[config.mk]
export PLATFORM = sky130hd
export DESIGN_NAME = rxstb_gen
export DESIGN_NICKNAME = d
export VERILOG_FILES = /design/src/rtl/rxstb_pkg.sv /design/src/rtl/rxstb_pos_counter.sv /design/src/rtl/rxstb_byte_clk.sv /design/src/rtl/rxstb_strobe_fsm.sv /design/src/rtl/rxstb_gen.sv
export SDC_FILE = /design/constraint.sdc
export NUM_CORES = 1
export LEC_CHECK = 0
export ABC_AREA = 0
export BUFFER_PORTS_ARGS = -buffer_cell sky130_fd_sc_hd__buf_2
export CORE_UTILIZATION = 60
export DETAILED_ROUTE_END_ITERATION = 16
export MAX_ROUTING_LAYER = met4
export PLACE_DENSITY = 0.91
export REMOVE_ABC_BUFFERS = 1
export SYNTH_ARGS = -nofsm -noshare
export SYNTH_HDL_FRONTEND = slang
export SYNTH_SLANG_ARGS = --single-unit
[constraint.sdc]
create_clock -name clk -period 5.35 [get_ports clk]
set_input_delay 0.535 -clock clk [delete_from_list [all_inputs] [get_ports clk]]
set_output_delay 0.535 -clock clk [all_outputs]
set_load 0.01 [all_outputs]
[src/rtl/rxstb_pkg.sv]
package rxstb_pkg;

    localparam int POS_W = 4;

    typedef enum logic [1:0] {
        MODE_B8   = 2'b00,
        MODE_B9   = 2'b01,
        MODE_B10  = 2'b10,
        MODE_B10X = 2'b11
    } width_mode_e;

    typedef enum logic [1:0] {
        ST_IDLE  = 2'b00,
        ST_PULSE = 2'b01,
        ST_HOLD  = 2'b10
    } stb_state_e;

    // bit slots per encoded symbol
    function automatic logic [POS_W-1:0] sym_len(width_mode_e m);
        unique case (m)
            MODE_B8: sym_len = POS_W'(10);
            MODE_B9: sym_len = POS_W'(11);
            default: sym_len = POS_W'(12);
        endcase
    endfunction

    // nominal strobe high time in bit slots
    function automatic logic [POS_W-1:0] pulse_w(width_mode_e m);
        pulse_w = (m == MODE_B8) ? POS_W'(4) : POS_W'(5);
    endfunction

endpackage

[src/rtl/rxstb_pos_counter.sv]
module rxstb_pos_counter
    import rxstb_pkg::*;
(
    input  logic             clk,
    input  logic             rst,
    input  logic             resync,
    input  logic [1:0]       mode_in,
    input  logic             sel_in,
    output logic [POS_W-1:0] pos,
    output width_mode_e      mode_q,
    output logic             sel_q
);

    logic [POS_W-1:0] last_pos;

    assign last_pos = sym_len(mode_q) - POS_W'(1);

    always_ff @(posedge clk) begin
        if (rst) begin
            pos    <= '0;
            mode_q <= MODE_B8;
            sel_q  <= 1'b0;
        end else begin
            if (pos == '0) begin
                mode_q <= width_mode_e'(mode_in);
                sel_q  <= sel_in;
            end
            if (resync || pos == last_pos) begin
                pos <= '0;
            end else begin
                pos <= pos + POS_W'(1);
            end
        end
    end

endmodule

[src/rtl/rxstb_byte_clk.sv]
module rxstb_byte_clk
    import rxstb_pkg::*;
(
    input  logic [POS_W-1:0] pos,
    input  width_mode_e      mode_q,
    output logic             byte_clk
);

    logic [POS_W-1:0] half_len;

    // floor division sends the odd slot to the low phase
    assign half_len = sym_len(mode_q) >> 1;
    assign byte_clk = (pos < half_len);

endmodule

[src/rtl/rxstb_strobe_fsm.sv]
module rxstb_strobe_fsm
    import rxstb_pkg::*;
#(
    parameter int START_POS   = 2,
    parameter int STRETCH_MAX = 5
) (
    input  logic             clk,
    input  logic             rst,
    input  logic             resync,
    input  logic [POS_W-1:0] pos,
    input  width_mode_e      mode_q,
    input  logic             sel_q,
    output logic             cmd_stb,
    output logic             dat_stb
);

    localparam logic [POS_W-1:0] ARM_POS = POS_W'(START_POS - 1);
    localparam logic [POS_W-1:0] EXT_CAP = POS_W'(STRETCH_MAX);

    stb_state_e       state_q, state_d;
    logic [POS_W-1:0] hcnt_q, hcnt_d;
    logic [POS_W-1:0] pw_q, pw_d;
    logic             psel_q, psel_d;
    logic             window_end, cap_hit;

    assign window_end = (pos == ARM_POS + pulse_w(mode_q));
    assign cap_hit    = (hcnt_q == pw_q + EXT_CAP);

    always_comb begin
        state_d = state_q;
        hcnt_d  = hcnt_q;
        pw_d    = pw_q;
        psel_d  = psel_q;
        unique case (state_q)
            ST_IDLE: begin
                if (!resync && pos == ARM_POS) begin
                    state_d = ST_PULSE;
                    hcnt_d  = POS_W'(1);
                    pw_d    = pulse_w(mode_q);
                    psel_d  = sel_q;
                end
            end
            ST_PULSE: begin
                if (resync) begin
                    state_d = ST_HOLD;
                    hcnt_d  = hcnt_q + POS_W'(1);
                end else if (hcnt_q == pw_q) begin
                    state_d = ST_IDLE;
                end else begin
                    hcnt_d  = hcnt_q + POS_W'(1);
                end
            end
            ST_HOLD: begin
                if (resync) begin
                    hcnt_d  = hcnt_q + POS_W'(1);
                end else if (cap_hit || window_end) begin
                    state_d = ST_IDLE;
                end else begin
                    hcnt_d  = hcnt_q + POS_W'(1);
                end
            end
            default: state_d = ST_IDLE;
        endcase
    end

    always_ff @(posedge clk) begin
        if (rst) begin
            state_q <= ST_IDLE;
            hcnt_q  <= '0;
            pw_q    <= '0;
            psel_q  <= 1'b0;
        end else begin
            state_q <= state_d;
            hcnt_q  <= hcnt_d;
            pw_q    <= pw_d;
            psel_q  <= psel_d;
        end
    end

    always_comb begin
        cmd_stb = (state_q != ST_IDLE) &&  psel_q;
        dat_stb = (state_q != ST_IDLE) && !psel_q;
    end

endmodule

[src/rtl/rxstb_gen.sv]
module rxstb_gen
    import rxstb_pkg::*;
#(
    parameter int START_POS   = 2,
    parameter int STRETCH_MAX = 5
) (
    input  logic             clk,
    input  logic             rst,
    input  logic [1:0]       mode_sel,
    input  logic             cmd_sel,
    input  logic             resync,
    output logic [POS_W-1:0] sym_pos,
    output logic             byte_clk,
    output logic             cmd_stb,
    output logic             dat_stb
);

    width_mode_e mode_q;
    logic        sel_q;

    rxstb_pos_counter u_pos (
        .clk     (clk),
        .rst     (rst),
        .resync  (resync),
        .mode_in (mode_sel),
        .sel_in  (cmd_sel),
        .pos     (sym_pos),
        .mode_q  (mode_q),
        .sel_q   (sel_q)
    );

    rxstb_byte_clk u_bclk (
        .pos      (sym_pos),
        .mode_q   (mode_q),
        .byte_clk (byte_clk)
    );

    rxstb_strobe_fsm #(
        .START_POS   (START_POS),
        .STRETCH_MAX (STRETCH_MAX)
    ) u_fsm (
        .clk     (clk),
        .rst     (rst),
        .resync  (resync),
        .pos     (sym_pos),
        .mode_q  (mode_q),
        .sel_q   (sel_q),
        .cmd_stb (cmd_stb),
        .dat_stb (dat_stb)
    );

endmodule

# [Yosys cells after proc, flatten, opt, wreduce, memory -nomap -nowiden]
# Index checks and enable logic that the tools add are counted.
[op_classes] n_addsub=5 magnitude_cmp=1 eq_ne=14 mux=14 n_reduce_logical=16
[op_table] operator="$mux 4" count=5
[op_table] operator="$eq 4x4->1" count=4
[op_table] operator="$pmux 4 s3" count=1
[op_table] operator="$mux 2" count=5
[op_table] operator="$add 4x1->4 const B" count=2
[op_table] operator="$reduce_and 4->1" count=2
[op_table] operator="$ne 3x3->1 const B" count=2
[op_table] operator="$pmux 2 s3" count=1
[op_table] operator="$pmux 3 s2" count=1
[op_table] operator="$add 1x3->4 const A" count=1
[op_table] operator="$add 4x3->4 const B" count=1
[op_table] operator="$eq 2x1->1 const B" count=2
[op_table] operator="$eq 4x1->1 const B" count=1
[op_table] operator="$logic_not 2->1" count=2
[op_table] operator="$logic_not 4->1" count=1
[op_table] operator="$lt 4x3->1" count=1
[op_table] operator="$ne 2x1->1 const B" count=2
[op_table] operator="$sub 4x1->4 const B" count=1
[op_table] operator="$logic_and 1x1->1" count=3
[op_table] operator="$ne 3x2->1 const B" count=1
[op_table] operator="$reduce_bool 3->1" count=1
[op_table] operator="$eq 2x2->1 const B" count=1
[op_table] operator="$logic_not 1->1" count=2
[op_table] operator="$logic_or 1x1->1" count=2
[op_table] operator="other kinds (5)" count=5
[totals] register_bits=18 input_bits=6 output_inout_bits=7 wordCells=57

# [Depth between registers and ports, before layout]
# Gate-level depths: netlist (run 1).
[logic_depth] depth_word=8 mapped_depth=7 mapped_depth_nobuf=7

# [Hierarchy]
# Synthesis (run 1) repeated with hierarchy kept, for this count alone.
[hier_totals] hier_cells=113 hier_area_um2=1051.0
[modules_own_cells] module="rxstb_strobe_fsm" n_inst=1 cells_each=78 area_per_inst_um2=691.9 seq_area_each_um2=180.2
[modules_own_cells] module="rxstb_pos_counter" n_inst=1 cells_each=31 area_per_inst_um2=320.3 seq_area_each_um2=140.1
[modules_own_cells] module="rxstb_byte_clk" n_inst=1 cells_each=4 area_per_inst_um2=38.8 seq_area_each_um2=0.0

# [Worst setup path after synthesis (run 1)]
# OpenSTA, ideal clock, no wires.
[synth_path] path_type="reg-to-reg" startpoint="register u_pos.pos[0]" endpoint="register u_fsm.hcnt_q[0]" setup_time_ns=0.086 t_arrival_ns=1.869 required_time_ns=5.264 path_slack_ns=3.395 stages_incl_launch_ff=7 path_buffers=0 synth_period_minus_slack_ns=1.955 path_cell_list="dfxtp_1 ha_1 nor4b_1 mux2i_1 a41o_1 a21o_1 a211oi_1"
[synth_between] elab_chain_len=4 elab_cells_between_ends=7 classes_between="eq/ne: 4; reduce/logical: 3"
[synth_rtl] element="from (decl)" line_no="rxstb_pos_counter.sv:9" text="output logic [POS_W-1:0] pos,"
[synth_rtl] element="from (signal assigned)" line_no="rxstb_pos_counter.sv:31" text="pos <= pos + POS_W'(1);"
[synth_rtl] element="$eq 4x4->1 / $eq 4x1->1 (equally long branches)" line_no="rxstb_strobe_fsm.sv:26, rxstb_strobe_fsm.sv:36"
[synth_rtl] element="$logic_or 1x1->1 / $logic_and 1x1->1 (equally long branches)" line_no="rxstb_strobe_fsm.sv:56, rxstb_strobe_fsm.sv:36"
[synth_rtl] element="$ne 3x3->1 (no source line) / $ne 2x1->1 (equally long branches)"
[synth_rtl] element="$reduce_and 4->1 (no source line) (*)"
[synth_rtl] element="to (signal assigned)" line_no="rxstb_strobe_fsm.sv:74" text="hcnt_q <= hcnt_d;"
[synth_rtl] element="to (decl)" line_no="rxstb_strobe_fsm.sv:21" text="logic [POS_W-1:0] hcnt_q, hcnt_d;"
# Every way passes the cells marked *; elsewhere a longest branch is shown, timed or not.
# A chain may end at the register's enable or synchronous reset.

# [Worst setup path after layout (run 1)]
# Same ends and word-level chain as after synthesis.

==> results by group, run 1 <==
Floorplanning
  • DIE AREA: 1860 um2
  • Die X-Extent: 43.1 um
  • Die span in y: 43.1 um
  • Initial Util: 65.7%
  • CORE AREA: 1540 um2
  • # IOs: 13
  • Std cell rows: 14

Power
  • Sw frac: 32.2%
  • Clock network fraction of design power: 27.9%
  • Comb power frac: 25.9%
  • Lkg Pwr: 0.470 nW
  • P per Cell Area: 266 nW/um2
  • Design Power: 296 uW
  • Total internal power: 201 uW
  • Net Switching: 95.4 uW
  • Worst vdd ir: 0.000193 V
  • Power share of the sequential group: 46.1%

Drt
  • Via count: 933
  • WL final: 2.08 mm
  • ANT nets after route: 0
  • Drt drc: 0
  • DR iter-0 viols: 34
  • Router iterations before antenna repair: 4
  • Via density: 6.26
  • Avg WL per Cell: 14.0 um

Clock network
  • Root buf cell: clkbuf_4
  • CTS max path bufs: 2
  • Setup Buffers After CTS: 0
  • Post-cts resize count: 0
  • Worst-Skew Late Latency: 300 ps
  • CTS tree: done
  • H-tree levels: 1
  • Reg clk slew, reported paths: 100 ps
  • Count of hold-fix buffers inserted at cts: 0
  • Clock sink count: 16
  • CTS buffer count: 3

GRT
  • First-pass GRT wire length: 3.71 mm
  • GRT Util Overall: 27.2%
  • Grt ovf: 0
  • Antenna violations before repair: 0
  • Number of global-route vias before repair: 885
  • Largest net degree at the start of global routing: 18

STA
  • Unrepaired setup endpoints after global routing: false
  • Clock Skews: 9.27 ps
  • Crit path time final: 2300 ps
  • Max-slew violations: 0
  • Worst slew margin: 50.3%
  • WHS: 466 ps
  • Maximum clock frequency: 435 MHz
  • Final Hold Violating Endpoints: 0
  • Final Cycle Share: 43.0%
  • Tightest Pin Transition: 734 ps
  • Setup_tns: 0 ps
  • Final setup viols: 0

Place
  • Placed Cells: 145
  • RD Place Congestion: 0.817
  • Port Buffers: 12
  • Hpwl dp: 1.49 mm

Layout
  • Commonest cells after routing, fill and taps aside: 16 x nor2_1, 16 x dfxtp_1, 12 x buf_2, 10 x inv_1, 8 x ha_1
  • Layout Cells excl Fill: 149
  • Final core occ: 72.2%
  • Layout cells sized above 1: 12.0%
  • Ant diodes: 0
  • Total Nets Final: 148
  • Area Overhead vs Synth: 9.88%

Synthesis
  • Share of synthesized registers carrying an async set or reset: 0%
  • Sequential share of the synthesized area: 31.6%
  • Post-Synthesis Cells: 120
  • Synth Area in Simple Gates: 26.3%
  • Multiplexer share of the synthesized area: 6.91%
  • Post-synthesis compound-gate area fraction: 16.5%
  • Yosys reg bits: 16
  • Largest family of logic cells by synthesized area: simple AND/OR/NAND/NOR gates
  • Cell Area, Synth: 1010 um2
  • XOR/XNOR share of the synthesized area: 3.46%
  • Unique masters post-synth: 36
  • Top_reg_cell synth: dfxtp_1
  • Post-synthesis average cell area: 8.45 um2
  • Adder-cell share of the synthesized area: 9.88%
  • Synthesis Warnings: 0
  • EDFF count, synth: 0

Setup path
  • Critical Path Source Type: flop
  • Critical Path Start: u_pos.pos[0]
  • Critical path peak fanout: 10
  • WS Path Type: reg -> reg
  • CP arrival: 2520 ps
  • RR Startpoint: u_pos.pos[0]
  • Critical Path Sink Type: flop
  • Req. time, crit path: 5570 ps

Flow run
  • Maxcap violations: 0

Min path
  • Min-delay src: mode_sel[1]
  • Hold WC Path Type: in -> reg

Run status
  • Outcome: finished, final reports clean
[power groups by stage]
stage | Combinational, mW | Sequential (mW) | Clock (mW)
after global placement | 0.0726 | 0.138 | 0
after CTS | 0.0761 | 0.136 | 0.0827
final | 0.0769 | 0.137 | 0.0828
after global routing | 0.0871 | 0.138 | 0.0872
after detailed placement | 0.0753 | 0.139 | 0
after floorplan | 0.0563 | 0.137 | 0
[flip-flops by register name, indices dropped and copies added, names as in the netlist]
| name | flops |
|---|---|
| u_fsm.state_q | 2 |
| u_pos.mode_q | 2 |
| u_fsm.pw_q | 2 |
| u_fsm.hcnt_q | 4 |
| u_fsm.psel_q | 1 |
| u_pos.pos | 4 |
| u_pos.sel_q | 1 |
[cell type report]
cell class              instances  area (um2)
multi-input cells              91         639
fillers                       127         428
flip-flops and latches         16         320
repair buffers                 12        60.1
inverters                      10        37.5
clock buffers                   4        36.3
well taps                      16        20.0
[final timing paths]
check                    end  slack (ps)  depth (start not counted)
max          u_fsm.hcnt_q[0]        3050                          6
min          u_pos.mode_q[1]         470                          3
max reg2reg  u_fsm.hcnt_q[0]        3050                          6
min reg2reg      u_pos.sel_q         530                          2
[worst max-delay path: stages (launching register included)]
cell and delay [ps]:
dfxtp_1 530, ha_1 200, nor4b_1 590, mux2i_1 160, a41o_1 310, a21o_1 200
a211oi_1 210
[synthesized netlist by cell type, types with 2 or more instances]
cell,n,area (um2)
nand2b_1,2,12.5
nor3b_1,2,15.0
inv_1,10,37.5
nand3b_1,2,15.0
nand2_1,5,18.8
o21ai_0,3,15.0
nor2b_1,6,37.5
a211oi_1,2,15.0
a21oi_1,5,25.0
or3b_1,2,17.5
dfxtp_1,16,320
o31ai_1,2,15.0
or4_1,2,15.0
nor2_1,16,60.1
xnor2_1,3,26.3
ha_1,8,100
nand3_1,7,35.0
nand4_1,2,12.5
a211o_1,2,17.5
mux2i_1,7,70.1
[metrics by stage]
| stage | cell area, um2 | worst slack (ps) |
|---|---|---|
| 4_1_cts | 1110 | 3090 |
| 5_1_grt | 1110 | 2880 |
| 6_report | 1110 | 3050 |
| 3_5_place_dp | 1080 | 3060 |
| 2_1_floorplan | 997 | 3390 |
| 3_3_place_gp | 1080 | 3190 |
[cell families (layout without fill, tap and decap cells)]
logic type,after synthesis,after routing
compound gates,23,23
flops,16,16
mux,7,7
fa+ha+maj,8,8
simple gates,49,49
buf+inv,13,26
xor+xnor,4,4
[routing by layer]
metal,up-vias,global-route usage [%],wire [um]
li1,457,-,-
met1,440,32.3,979
met2,31,43.9,967
met3,5,5.96,105
met4,0,11.5,29
met5,-,-,0
(Power assumes the default switching activity.)
==> inputs of run 2 (changes only) <==
- CORE_UTILIZATION: 60 -> 50
- PLACE_DENSITY: 0.91 -> 0.82
- clock period: 5.35 -> 1.87 ns (I/O delays scaled with it)
==> run 2 against run 1 <==
Compared with the run above: final area grew 11%; wire length rose by 7.3%; sequential share of layout area decreased by 2.4 points; clock power increased to 2.9 times the previous value; clock-buffer cell count is the same; largest cell class unchanged; largest power group unchanged.
==> results by group, run 2 (synthesized netlist as in run 1, its figures left out) <==
Run status
  • Outcome: finished, final reports clean

Place
  • Port Buffers: 12
  • Pre-CTS WS: 15.4 ps
  • Hpwl dp: 1.66 mm
  • RD Place Congestion: 0.841

Setup path
  • Slowest cell on the critical path: or4_1
  • FF-to-FF path depth: 5
  • RR Startpoint: u_fsm.hcnt_q[0]
  • Req. time, crit path: 2090 ps
  • Critical-path cell list: or3b_4 > a221o_1 > o311a_1 > or4_1 > o31ai_1
  • CP arrival: 2040 ps
  • FF-to-FF End: u_fsm.state_q[0]
  • WS Path Type: reg -> reg
  • R2R Setup Slk: 40 ps
  • Critical Path Source Type: flop
  • Critical Path Sink Type: flop
  • Critical path peak fanout: 3
  • Worst stage delay on the critical path: 470 ps

STA
  • Final Cycle Share: 97.7%
  • Final setup viols: 0
  • Maximum clock frequency: 548 MHz
  • Clock Skews: 3.41 ps
  • Crit path time final: 1830 ps
  • Worst slew margin: 60.9%
  • Setup_tns: 0 ps
  • Final Hold Violating Endpoints: 0
  • Post-route setup slack: 43.9 ps
  • Max-slew violations: 0
  • Tightest Pin Transition: 586 ps

Layout
  • Fill count: 147
  • Area Overhead vs Synth: 21.6%
  • Layout cells sized above 1: 24.8%
  • Commonest non-fill, non-tap cell in the layout: nor2_1
  • Largest registers: u_fsm.hcnt_q x4, u_pos.pos x4
  • Ant diodes: 0
  • Final core occ: 67.7%
  • Total Nets Final: 160
  • Commonest cells after routing, fill and taps aside: 16 x nor2_1, 12 x buf_2, 12 x buf_4, 12 x dfxtp_1, 10 x inv_1

Clock network
  • Root buf cell: clkbuf_4
  • Reg clk slew, reported paths: 100 ps
  • CTS buffer count: 3
  • H-tree levels: 1
  • CTS tree: done
  • CTS max path bufs: 2
  • Worst-Skew Late Latency: 290 ps
  • Clock sink count: 16
  • Setup Buffers After CTS: 0

Power
  • Lkg Pwr: 0.544 nW
  • P per Cell Area: 705 nW/um2
  • Worst vdd ir: 0.000615 V

Floorplanning
  • Die X-Extent: 47.0 um
  • Die span in y: 47.0 um
  • # IOs: 13
  • CORE AREA: 1820 um2
  • Std cell rows: 15
  • Initial Util: 55.7%
  • DIE AREA: 2210 um2

Drt
  • Avg WL per Cell: 13.1 um
  • ANT nets after route: 0
  • Via count: 982
  • Via density: 5.78
  • Router iterations before antenna repair: 4
  • Drt drc: 0
  • WL final: 2.23 mm
  • DR iter-0 viols: 20

GRT
  • Antenna violations before repair: 0
  • Number of global-route vias before repair: 842
  • Grt ovf: 0
  • GRT Util Overall: 24.2%
  • GR Util met3: 5.77%
  • Largest net degree at the start of global routing: 18
  • First-pass GRT wire length: 3.59 mm
  • Met2 global-route usage: 37.8%
  • M1 GR Usage: 29.6%
  • GRT Max-Usage Layer: met2

Min path
  • Hold depth: 3
  • Min-delay src: mode_sel[1]
  • Worst hold endpoint: u_pos.mode_q[1]
  • Hold WC Path Type: in -> reg

Flow run
  • Maxcap violations: 0
[run 2: changes by cell type in the layout (fill, tap and decap cells not counted)]
cell     before  now
dfxtp_2       0    4
dfxtp_1      16   12
nor4b_2       0    1
nor4b_1       1    0
a41o_1        1    0
or3b_4        0    2
or3b_1        2    0
a41o_2        0    1
buf_4         0   12
[run 2: metal layers]
metal  up-vias  share of wire [%]
met5         -                  0
met4         0                1.8
met3         4                4.6
met2        28                 46
met1       464                 48
li1        486                  -
[run 2: worst max-delay path by stage]
| stage | slack [ps] | start | to | cells after the start |
|---|---|---|---|---|
| after floorplan | -90 | u_pos.pos[0] | u_fsm.hcnt_q[0] | 6 |
| after global placement | 50 | u_pos.pos[1] | u_fsm.hcnt_q[0] | 8 |
| after detailed placement | 20 | u_fsm.hcnt_q[3] | u_fsm.state_q[1] | 5 |
| after CTS | 10 | u_fsm.pw_q[0] | u_fsm.state_q[1] | 5 |
| after global routing | -0.7 | u_pos.pos[1] | u_fsm.hcnt_q[0] | 8 |
| final | 40 | u_fsm.hcnt_q[0] | u_fsm.state_q[0] | 5 |
[run 2: cell type report]
cell class              instances  area (um2)  share of cell area [%]
multi-input cells              91         652                    52.9
flip-flops and latches         16         325                    26.4
repair buffers                 24         150                    12.2
inverters                      10        37.5                    3.05
clock buffers                   4        36.3                    2.94
well taps                      25        31.3                    2.54
[run 2: metrics by stage]
stage	total power [mW]	std cells	area, um2	hold WS, ps
after floorplan	0.554	117	997	259
after global placement	0.619	166	1180	415
after detailed placement	0.629	166	1180	428
after CTS	0.864	170	1220	115
after global routing	0.917	170	1230	115
final	0.869	170	1230	119
[run 2: power by group]
group / total, mW / internal (mW) / switching [mW]
registers: 0.380 / 0.364 / 0.0156
logic: 0.252 / 0.109 / 0.142
clock network: 0.237 / 0.119 / 0.118
[run 2: worst max-delay path, delay by kind of cell, from the launching register on]
kind	cells	cell delay, ps
flops	1	350
compound gates	3	540
simple gates	2	860
[run 2: what timing repair did]
action	CTS	global route
setup endpoints to repair	1	6
pin swaps	1	1
hold buffers	0	0
resized for setup	2	6
hold endpoints to repair	0	0
==> inputs of run 3 (changes only) <==
- HOLD_SLACK_MARGIN: unset -> 0.15
==> run 3 against run 2 <==
Compared with the run above: maximum frequency barely moved; via count increased by 1.9%; critical path depth stayed put; utilization is 1.6 points higher; final area increased by 2.4%; register-to-register slack is essentially flat; clock power is essentially flat; total power up 0.70%; sequential power hardly changed; first-iteration DRC count is 15% higher; global-route usage rose by 1.7 points; flip-flop and latch count is the same.
==> results by group, run 3 (synthesized netlist as in run 1, its figures left out) <==
Run status
  • Outcome: finished, final reports clean

Power
  • Lkg Pwr: 0.556 nW
  • Worst vdd ir: 0.000618 V
  • P per Cell Area: 693 nW/um2
  • Design Power: 875 uW

STA
  • Setup_tns: 0 ps
  • Tightest Pin Transition: 591 ps
  • Final Hold Violating Endpoints: 0
  • Final Cycle Share: 97.6%
  • Crit path time final: 1820 ps
  • Post-route setup slack: 45.2 ps
  • Maximum clock frequency: 548 MHz
  • Max-slew violations: 0
  • WHS: 252 ps
  • Final setup viols: 0
  • Worst slew margin: 60.5%
  • Clock Skews: 3.22 ps

GRT
  • GRT Util Overall: 25.9%
  • Antenna violations before repair: 0
  • First-pass GRT wire length: 3.77 mm
  • Largest net degree at the start of global routing: 18
  • Grt ovf: 0
  • Number of global-route vias before repair: 875

Setup path
  • CP arrival: 2040 ps
  • Critical Path Sink Type: flop
  • Req. time, crit path: 2090 ps
  • R2R Setup Slk: 50 ps
  • Critical path peak fanout: 3
  • WS Path Type: reg -> reg
  • Critical Path Source Type: flop

Clock network
  • CTS buffer count: 3
  • Worst-Skew Late Latency: 300 ps
  • Root buf cell: clkbuf_4
  • CTS max path bufs: 2
  • H-tree levels: 1
  • Clock sink count: 16
  • Reg clk slew, reported paths: 100 ps
  • CTS tree: done

Layout
  • Fill count: 144
  • Area Overhead vs Synth: 24.6%
  • Commonest cells after routing, fill and taps aside: 16 x nor2_1, 12 x buf_2, 12 x buf_4, 12 x dfxtp_1, 10 x inv_1
  • Layout cells sized above 1: 24.3%
  • Layout Cells excl Fill: 173
  • Commonest non-fill, non-tap cell in the layout: nor2_1
  • Ant diodes: 0
  • Total Nets Final: 163
  • Multi-input gate area: 652 um2
  • Reg area: 325 um2
  • Largest registers: u_fsm.hcnt_q x4, u_pos.pos x4

Place
  • RD Place Congestion: 0.841
  • Hpwl dp: 1.66 mm
  • Placed Cells: 166
  • Port Buffers: 12
  • Pre-CTS WS: 15.4 ps

Drt
  • Via density: 5.79
  • WL final: 2.41 mm
  • Router iterations before antenna repair: 4
  • DR iter-0 viols: 23
  • Via count: 1001
  • ANT nets after route: 0
  • Avg WL per Cell: 13.9 um
  • Drt drc: 0

Floorplanning
  • CORE AREA: 1820 um2
  • Die span in y: 47.0 um
  • Die X-Extent: 47.0 um
  • Std cell rows: 15
  • Initial Util: 55.7%
  • DIE AREA: 2210 um2
  • # IOs: 13

Min path
  • Hold WC Path Type: in -> reg

Flow run
  • Maxcap violations: 0
run 3: cell types whose count changed in the layout (fill, tap and decap cells not counted), sizes merged:
cell,change
dlygate4sd3,+3
run 3: stage by stage:
stage	utilization (%)	area, um2
floorplan	-	997
global placement	64.7	1180
detailed placement	64.7	1180
CTS	68.6	1250
global route	69.3	1260
finish	69.3	1260
run 3: final timing paths:
check	endpoint	cells past startpoint	start
setup / recovery	u_fsm.state_q[0]	5	u_fsm.hcnt_q[0]
hold / removal	u_pos.mode_q[0]	2	rst
setup reg to reg	u_fsm.state_q[0]	5	u_fsm.hcnt_q[0]
hold reg to reg	u_pos.sel_q	2	u_pos.sel_q
run 3: area by class of cell:
| class | instances | share of cell area, % |
|---|---|---|
| inverter | 10 | 2.97 |
| tap | 25 | 2.48 |
| timing repair buffer | 27 | 14.3 |
| clock buffer | 4 | 2.87 |
| sequential | 16 | 25.8 |
| multi-input combinational | 91 | 51.6 |
run 3: where the power goes:
| part | internal, mW | leakage [nW] | switching (mW) |
|---|---|---|---|
| clock | 0.119 | 0.0210 | 0.119 |
| sequential | 0.364 | 0.132 | 0.0164 |
| combinational | 0.113 | 0.403 | 0.143 |
| total | 0.597 | 0.556 | 0.278 |
run 3: worst max-delay path: stages, from the launching register on:
cell and delay [ps]:
dfxtp_1 350, or3b_4 380, a221o_1 320, o311a_1 140
or4_1 470, o31ai_1 80
run 3: timing repair:
action | CTS | global route
endpoints found under the hold margin | 3 | 0
setup endpoints to repair | 1 | 6
buffers inserted | 0 | 0
pin swaps | 1 | 1
hold buffers | 3 | 0
resized for setup | 2 | 6
run 3: layer usage:
metal  wire length [um]  vias up  GRT usage [%]
met5                  0        -              -
met4                 67        0           14.3
met3                 82        8           6.54
met2               1190       23           40.3
met1               1070      481           30.3
li1                   -      489              -
